===== config.mk =====
export PLATFORM = sky130hd
export DESIGN_NAME = dmr_sv_bit
export DESIGN_NICKNAME = d
export VERILOG_FILES = /design/src/rtl/dmr_sv_pkg.sv /design/src/rtl/dmr_win_gen.sv /design/src/rtl/dmr_copy_ff.sv /design/src/rtl/dmr_self_voter.sv /design/src/rtl/dmr_sv_bit.sv
export SDC_FILE = /design/constraint.sdc
export NUM_CORES = 1
export LEC_CHECK = 0
export CAP_MARGIN = 20
export CORE_MARGIN = 2
export CORE_UTILIZATION = 25
export CTS_CLUSTER_DIAMETER = 50
export DETAILED_ROUTE_END_ITERATION = 12
export GPL_ROUTABILITY_DRIVEN = 0
export GPL_TIMING_DRIVEN = 0
export PLACE_DENSITY_LB_ADDON = 0.2
export SLEW_MARGIN = 20
export SYNTH_ARGS = -nofsm -noshare
export SYNTH_HDL_FRONTEND = slang
export SYNTH_HIERARCHICAL = 1
export SYNTH_SLANG_ARGS = --single-unit

===== constraint.sdc =====
create_clock -name clk -period 2.5 [get_ports clk]
set_clock_uncertainty 0.1 [all_clocks]
set_input_delay 0.5 -clock clk [delete_from_list [all_inputs] [get_ports clk]]
set_output_delay 0.5 -clock clk [all_outputs]
set_load 0.02 [all_outputs]

===== src/rtl/dmr_sv_pkg.sv =====
package dmr_sv_pkg;

  // Number of redundant storage copies; the voter has one more input.
  localparam int unsigned COPIES = 2;

  function automatic logic maj3(input logic a, input logic b, input logic c);
    return (a & b) | (a & c) | (b & c);
  endfunction

endpackage


===== src/rtl/dmr_win_gen.sv =====
module dmr_win_gen #(
  parameter int unsigned WIN_W = 3
) (
  input  logic             clk,
  input  logic             rst_n,
  input  logic             sys_tick,
  input  logic [WIN_W-1:0] win_len,
  output logic             win_open
);

  logic [WIN_W-1:0] cnt_q;
  logic [WIN_W-1:0] cnt_d;
  logic             cnt_en;

  // Load on the capture strobe, then count down to zero.
  always_comb begin
    cnt_en = sys_tick | (cnt_q != '0);
    cnt_d  = sys_tick ? win_len : (cnt_q - 1'b1);
  end

  always_ff @(posedge clk or negedge rst_n) begin
    if (!rst_n) begin
      cnt_q <= '0;
    end else if (cnt_en) begin
      cnt_q <= cnt_d;
    end
  end

  assign win_open = (cnt_q != '0);

  // a non-zero length opens the window on the capture edge
  assert_win_opens_R3: assert property (@(posedge clk) disable iff (!rst_n)
    (sys_tick && (win_len != '0)) |=> win_open);

  // without a strobe a closed window stays closed
  assert_win_stays_shut_R3: assert property (@(posedge clk) disable iff (!rst_n)
    (!sys_tick && !win_open) |=> !win_open);

endmodule


===== src/rtl/dmr_copy_ff.sv =====
module dmr_copy_ff (
  input  logic clk,
  input  logic rst_n,
  input  logic sys_tick,
  input  logic pwr_ok,
  input  logic d_bit,
  input  logic inj,
  output logic q
);

  logic q_d;
  logic q_en;

  // An unpowered copy loses its state; a powered one captures on the strobe.
  always_comb begin
    q_en = sys_tick | !pwr_ok;
    q_d  = pwr_ok ? (d_bit ^ inj) : 1'b0;
  end

  always_ff @(posedge clk or negedge rst_n) begin
    if (!rst_n) begin
      q <= 1'b0;
    end else if (q_en) begin
      q <= q_d;
    end
  end

  // a switched-off copy reads zero
  assert_off_copy_clear_R7: assert property (@(posedge clk) disable iff (!rst_n)
    !pwr_ok |=> (q == 1'b0));

  // a powered copy changes only on a capture strobe
  assert_copy_stable_R8: assert property (@(posedge clk) disable iff (!rst_n)
    (pwr_ok && !sys_tick) |=> $stable(q));

endmodule


===== src/rtl/dmr_self_voter.sv =====
module dmr_self_voter
  import dmr_sv_pkg::*;
(
  input  logic clk,
  input  logic rst_n,
  input  logic sys_tick,
  input  logic win_open,
  input  logic d_in,
  input  logic q_a,
  input  logic q_b,
  output logic vote_out
);

  logic hold_q;
  logic fb_q;
  logic third;

  // Feedback multiplexer: data sample inside the window, own output outside.
  always_comb begin
    third    = win_open ? hold_q : fb_q;
    vote_out = maj3(q_a, q_b, third);
  end

  always_ff @(posedge clk or negedge rst_n) begin
    if (!rst_n) begin
      hold_q <= 1'b0;
    end else if (sys_tick) begin
      hold_q <= d_in;
    end
  end

  always_ff @(posedge clk or negedge rst_n) begin
    if (!rst_n) begin
      fb_q <= 1'b0;
    end else begin
      fb_q <= vote_out;
    end
  end

  // split copies outside the window keep the previous vote
  assert_self_hold_R5: assert property (@(posedge clk) disable iff (!rst_n)
    (!win_open && (q_a != q_b)) |-> (vote_out == $past(vote_out)));

  // split copies right after a capture follow the sampled data
  assert_window_capture_R4: assert property (@(posedge clk) disable iff (!rst_n)
    ($past(sys_tick) && win_open && (q_a != q_b)) |-> (vote_out == $past(d_in)));

endmodule


===== src/rtl/dmr_sv_bit.sv =====
module dmr_sv_bit
  import dmr_sv_pkg::*;
#(
  parameter int unsigned WIN_W = 3
) (
  input  logic              clk,
  input  logic              rst_n,
  input  logic              sys_tick,
  input  logic              d_in,
  input  logic [WIN_W-1:0]  win_len,
  input  logic [COPIES-1:0] pwr_ok,
  input  logic [COPIES-1:0] inj_flip,
  output logic              q_out,
  output logic              mismatch,
  output logic              cap_win
);

  logic [COPIES-1:0] copy_q;

  for (genvar i = 0; i < COPIES; i++) begin : g_copy
    dmr_copy_ff u_copy (
      .clk      (clk),
      .rst_n    (rst_n),
      .sys_tick (sys_tick),
      .pwr_ok   (pwr_ok[i]),
      .d_bit    (d_in),
      .inj      (inj_flip[i]),
      .q        (copy_q[i])
    );
  end

  dmr_win_gen #(.WIN_W(WIN_W)) u_win (
    .clk      (clk),
    .rst_n    (rst_n),
    .sys_tick (sys_tick),
    .win_len  (win_len),
    .win_open (cap_win)
  );

  dmr_self_voter u_vote (
    .clk      (clk),
    .rst_n    (rst_n),
    .sys_tick (sys_tick),
    .win_open (cap_win),
    .d_in     (d_in),
    .q_a      (copy_q[0]),
    .q_b      (copy_q[1]),
    .vote_out (q_out)
  );

  assign mismatch = (&pwr_ok) & (copy_q[0] ^ copy_q[1]);

  // two powered, agreeing copies decide the output
  assert_agree_out_R2: assert property (@(posedge clk) disable iff (!rst_n)
    ((pwr_ok == 2'b11) && (copy_q[0] == copy_q[1])) |-> (q_out == copy_q[0]));

endmodule


* After elaboration in Yosys (flattened, before gate mapping)
Index checks and enable logic that the tools add are counted.
** Cells by class
- Add/sub/neg operators :: 1
- Multiplexer cells :: 4
- Bitwise logic cells :: 12
- Reduce and logical (&&, ||, !) cells :: 4
** Operator list (count)
- bitwise OR 1 bit :: 5
- bitwise AND 1 bit :: 4
- two-way mux 1 bit :: 3
- two-way mux 3 bit :: 1
- nonzero test 3 bit :: 1
- subtractor 3 x 1 -> 3 bit (second input constant) :: 1
- XOR 1 bit :: 3
- zero test 1 bit :: 2
- AND reduction 2 bit :: 1
** Storage, ports and cells
- Register bits after elaboration :: 7
- Bits of input ports :: 11
- Word-level logic and storage cells :: 26

* Longest topological paths before layout
Gate-level depths: netlist of the first run.
- Depth in word-level cells :: 5
- Mapped depth :: 5
- Mapped depth without buffers :: 5

* Modules after synthesis
Netlist of the first run, hierarchy kept.
** Modules (own cells, without submodules)
- dmr_win_gen :: instances 1, cells each 20, area an instance 196.4 µm², sequential area each 75.1 µm²
- dmr_copy_ff :: instances 2, cells each 4, area an instance 43.8 µm², sequential area each 25.0 µm²
- dmr_self_voter :: instances 1, cells each 5, area an instance 87.6 µm², sequential area each 50.0 µm²
- dmr_sv_bit :: instances 1, cells each 2, area an instance 15.0 µm², sequential area each 0.0 µm²

* Worst setup path after synthesis of the first run
OpenSTA, ideal clock, no wires.
- Kind :: register to output
- Start point :: register u_win.cnt_q[0]
- End point :: output q_out
- Arrival :: 1.540 ns
- Required time :: 1.900 ns
- Setup slack :: 0.360 ns
- Cell stages (with the launch flop) :: 6
- Path through :: dfrtp_1 inv_1 ha_1 nand2b_1 mux2_4 maj3_2
** On the way
- Word-level cells in the longest chain between the ends :: 5
- Elaborated cells between the ends (all ways) :: 6
** RTL lines
- start: declaration :: RTL line dmr_win_gen.sv:11 : logic [WIN_W-1:0] cnt_q;
- start signal: assignment :: RTL line dmr_win_gen.sv:25 : cnt_q <= cnt_d;
- nonzero test 3 bit (*) :: RTL line dmr_win_gen.sv:29 : assign win_open = (cnt_q != '0);
- net cap_win :: RTL line dmr_sv_bit.sv:15 : output logic cap_win
- two-way mux 1 bit (*) :: RTL line dmr_self_voter.sv:20 : third = win_open ? hold_q : fb_q;
- bitwise AND 1 bit :: RTL line dmr_sv_pkg.sv:7 : return (a & b) | (a & c) | (b & c);
- bitwise OR 1 bit :: RTL line dmr_sv_pkg.sv:7
- bitwise OR 1 bit (*) :: RTL line dmr_sv_pkg.sv:7
- end: declaration :: RTL line dmr_sv_bit.sv:13 : output logic q_out,
The timed path passes the listed nets; every way through them passes the cells marked *.

* Final worst setup path of the first run
- Start point :: register u_win.cnt_q[0]
- End point :: output q_out
** On the way
- Word-level cells in the longest chain between the ends :: 5
- Elaborated cells between the ends (all ways) :: 6
** RTL lines (RTL line)
- nonzero test 3 bit (*) :: dmr_win_gen.sv:29
- two-way mux 1 bit (*) :: dmr_self_voter.sv:20
- bitwise AND 1 bit :: dmr_sv_pkg.sv:7
- bitwise OR 1 bit :: dmr_sv_pkg.sv:7
- bitwise OR 1 bit (*) :: dmr_sv_pkg.sv:7
Every way passes the cells marked *; elsewhere a longest branch is shown, timed or not.

==> flow_summary.yaml, run 1 <==
outcome:
  status: "complete, no violations"
clock_network:
  clkTransAtPathRegs_ns: 0.05
  numCtsBuffers: 3
  clock-sinks: 7
  clockBufferDepth: 2
  clock-root-buffer: "clkbuf_4"
  h-tree-depth: 1
  insertion_delay_ns: 0.24
  cts_tree: "done"
drt:
  drt_iter0_markers: 5
  drt_first_pass_iters: 3
  finalWirelength_um: 692
  vias_per_cell: 4.507
  ant_nets: 0
  post-route-drc-count: 0
  wire_per_inst_um: 10.03
  num_vias: 311
sta:
  fin_crit_ns: 2.404
  finalSetupViolCount: 0
  rsz0062_at_grt: "false"
  fin_hold_ws_ns: 0.4043
  worst_pin_slew_ns: 0.3626
  post-route-period-util_pct: 96.15
  finalHoldViolCount: 0
  finalMaxSlewViolations: 0
  clock.fmax_mhz: 416.0
  timing.final.ws_setup_ns: 0.09615
  max_slew_margin_pct: 75.75
synth:
  yosysTopAreaCellShare_pct: 45.31
  synth-seq-area-share_pct: 45.31
  syn_avg_cell_area_um2: 11.05
  ys_ff_latch: 7
  synth_cells: 35
  synthTopCellsByArea: "dfrtp_1, ha_1, nor2b_1"
  yosysWarnings: 6
  syn_nets: 48
  synth_cell_types: 18
  synthesis.area_um2: 386.6
  yosysTopAreaCell: "dfrtp_1"
worst_setup_path:
  cp_cell_sequence: "inv_1, ha_1, nand2b_1, mux2_4, maj3_2, buf_2"
  cpPeakStageDelay_ns: 0.36
  worst_setup_path_end_kind: "primary output"
  cp.arrival_ns: 1.80
  critPathLaunchType: "flop"
  cp_max_fo: 4
  rr_endpoint: "u_vote/fb_q$_DFF_PN0_"
  worstSetupPathType: "reg -> out"
  r2r-start: "u_win/cnt_q[0]$_DFFE_PN0P_"
  critPathSlowestCell: "dfrtp_1"
  worstRegToRegCells: 5
  cp_data_required_time_ns: 1.90
  r2r_slack_ns: 0.88
floorplanning:
  fp.dieW_um: 43.33
  design.die.area_um2: 1877
  dieHeight_um: 43.33
  ios: 14
  start_util_pct: 26.28
  rows: 14
  core_um2: 1471
worst_hold_path:
  hold_start: "u_vote/hold_q$_DFFE_PN0P_"
  hold-path-endpoint: "u_vote/hold_q$_DFFE_PN0P_"
  worstHoldPathType: "reg -> reg"
  hold-path-cell-count: 1
power:
  power_density_nw_per_um2: 557.4
  leakage_nw: 0.2526
  ir_worst_vdd_mv: 0.3039
placed_design:
  post-place-ws_ns: -0.08167
  placed_area_um2: 536.8
  io_buffer_count: 13
layout:
  antenna_cells: 0
  final_nets: 67
  num-fill-cells: 159
  syn2layout_area_growth_pct: 46.28
  design_area_um2: 565.5
  seqCellArea_um2: 175.2
  drive_gt1_share_pct: 15.09
  multi_input_comb_area_um2: 196.4
global_routing:
  grt_pass1_vias: 314
  antenna_found_initial: 0
  grt_max_degree: 13
  gr-usage-all-layers_pct: 8.964
  grt_pass1_wl_mm: 1.200
  grt-ovfl-total: 0
job:
  drv_cap: 0
[what timing repair did]
action	in CTS	in global routing
setup buffers	1	0
resized for setup	4	0
hold buffers	0	0
setup endpoints to repair	1	0
[per-stage QoR]
step / TNS [ns] / instances / util, % / power (mW)
4_1_cts: 0 / 69 / 38.44 / 0.3223
6_report: 0 / 69 / 38.44 / 0.3152
2_1_floorplan: 0 / 35 / - / 0.1833
5_1_grt: 0 / 69 / 38.44 / 0.3410
3_5_place_dp: -0.08167 / 64 / 36.48 / 0.2210
3_3_place_gp: -0.09026 / 64 / 36.48 / 0.2214
[power breakdown]
| part | leakage [nW] | total (mW) | switching [mW] | internal [mW] |
|---|---|---|---|---|
| combinational | 0.153 | 0.0806 | 0.0334 | 0.0472 |
| sequential | 0.0847 | 0.138 | 0.0101 | 0.128 |
| clock | 0.0150 | 0.0968 | 0.0363 | 0.0606 |
[per-layer routing]
metal	vias to the layer above	wire length (um)	global-route usage, %
li1	161	-	-
met3	0	48	6.383
met4	0	0	3.636
met2	7	315	12.84
met1	143	329	10.29
met5	-	0	0
[layout make-up]
class	instances	area share (%)
Multi-Input combinational cell	24	34.73
Sequential cell	7	30.97
Timing Repair Buffer	14	23.45
Clock buffer	4	4.646
Tap cell	16	3.540
Inverter	4	2.655
[worst max-delay path: cells and delay by family, from the launching register on]
kind                       cells  cell delay (ns)
DFF                            1             0.36
adders and majority gates      2             0.55
buffers and inverters          2             0.23
and+or+nand+nor                1             0.13
muxes                          1             0.31
[how the worst max path moves through the flow]
stage,from,to,slack (ns),cells after the start
2_1_floorplan,u_win/cnt_q[0]$_DFFE_PN0P_,q_out,0.36,5
3_3_place_gp,u_win/cnt_q[0]$_DFFE_PN0P_,q_out,-0.09,6
3_5_place_dp,u_win/cnt_q[0]$_DFFE_PN0P_,q_out,-0.08,6
4_1_cts,u_win/cnt_q[0]$_DFFE_PN0P_,q_out,0.08,6
5_1_grt,u_win/cnt_q[0]$_DFFE_PN0P_,q_out,0.0002,6
6_report,u_win/cnt_q[0]$_DFFE_PN0P_,q_out,0.1,6
[kinds of logic (layout without fill, tap and decap cells)]
group                      Yosys count  count (layout)  synth area share (%)
buffers and inverters                4              22                 3.882
muxes                                2               2                 6.795
DFF                                  7               7                 45.31
and+or+nand+nor                      9               9                 16.51
AOI/OAI and AO/OA                    7               7                 11.33
adders and majority gates            3               3                 9.384
xor gates and xnor gates             3               3                 6.797
[cells in the final DEF (no fill, tap or decap)]
| master | instances |
|---|---|
| nor4b_1 | 2 |
| a31oi_1 | 1 |
| inv_1 | 4 |
| nand2b_1 | 2 |
| maj3_2 | 1 |
| ha_1 | 2 |
| and3_1 | 1 |
| clkbuf_1 | 1 |
| xnor2_1 | 2 |
| clkbuf_4 | 3 |
| dfrtp_1 | 7 |
| o21ai_0 | 2 |
| a21oi_1 | 2 |
| nor2b_1 | 3 |
| buf_4 | 1 |
| clkdlybuf4s50_1 | 12 |
| or3b_1 | 1 |
| xor2_1 | 1 |
| mux2_4 | 1 |
| a221oi_1 | 1 |
| a311oi_1 | 1 |
| buf_2 | 1 |
| mux2_2 | 1 |
[Yosys cell counts]
cell / instances
nand2b_1: 2
nor4b_1: 2
mux2_4: 1
ha_1: 2
xor2_1: 1
inv_1: 4
mux2_2: 1
a31oi_1: 1
xnor2_1: 2
dfrtp_1: 7
a311oi_1: 1
and3_1: 1
or3b_1: 1
a21oi_1: 2
a221oi_1: 1
maj3_2: 1
o21ai_0: 2
nor2b_1: 3
[state kept, by name, summed over array words and instances (netlist names)]
register	cells
g_copy.u_copy/q	2
u_vote/fb_q	1
u_win/cnt_q	3
u_vote/hold_q	1
No activity file was read; power rests on OpenSTA's default activity.
==> inputs of run 2 (changes only) <==
--- a/config.mk
+++ b/config.mk
@@ -9,6 +9,7 @@
 export CORE_MARGIN = 2
 export CORE_UTILIZATION = 25
 export CTS_CLUSTER_DIAMETER = 50
+export CTS_CLUSTER_SIZE = 10
 export DETAILED_ROUTE_END_ITERATION = 12
 export GPL_ROUTABILITY_DRIVEN = 0
 export GPL_TIMING_DRIVEN = 0
==> results of run 2 <==
No change in the layout: final DEF, timing and power equal those of run 1.
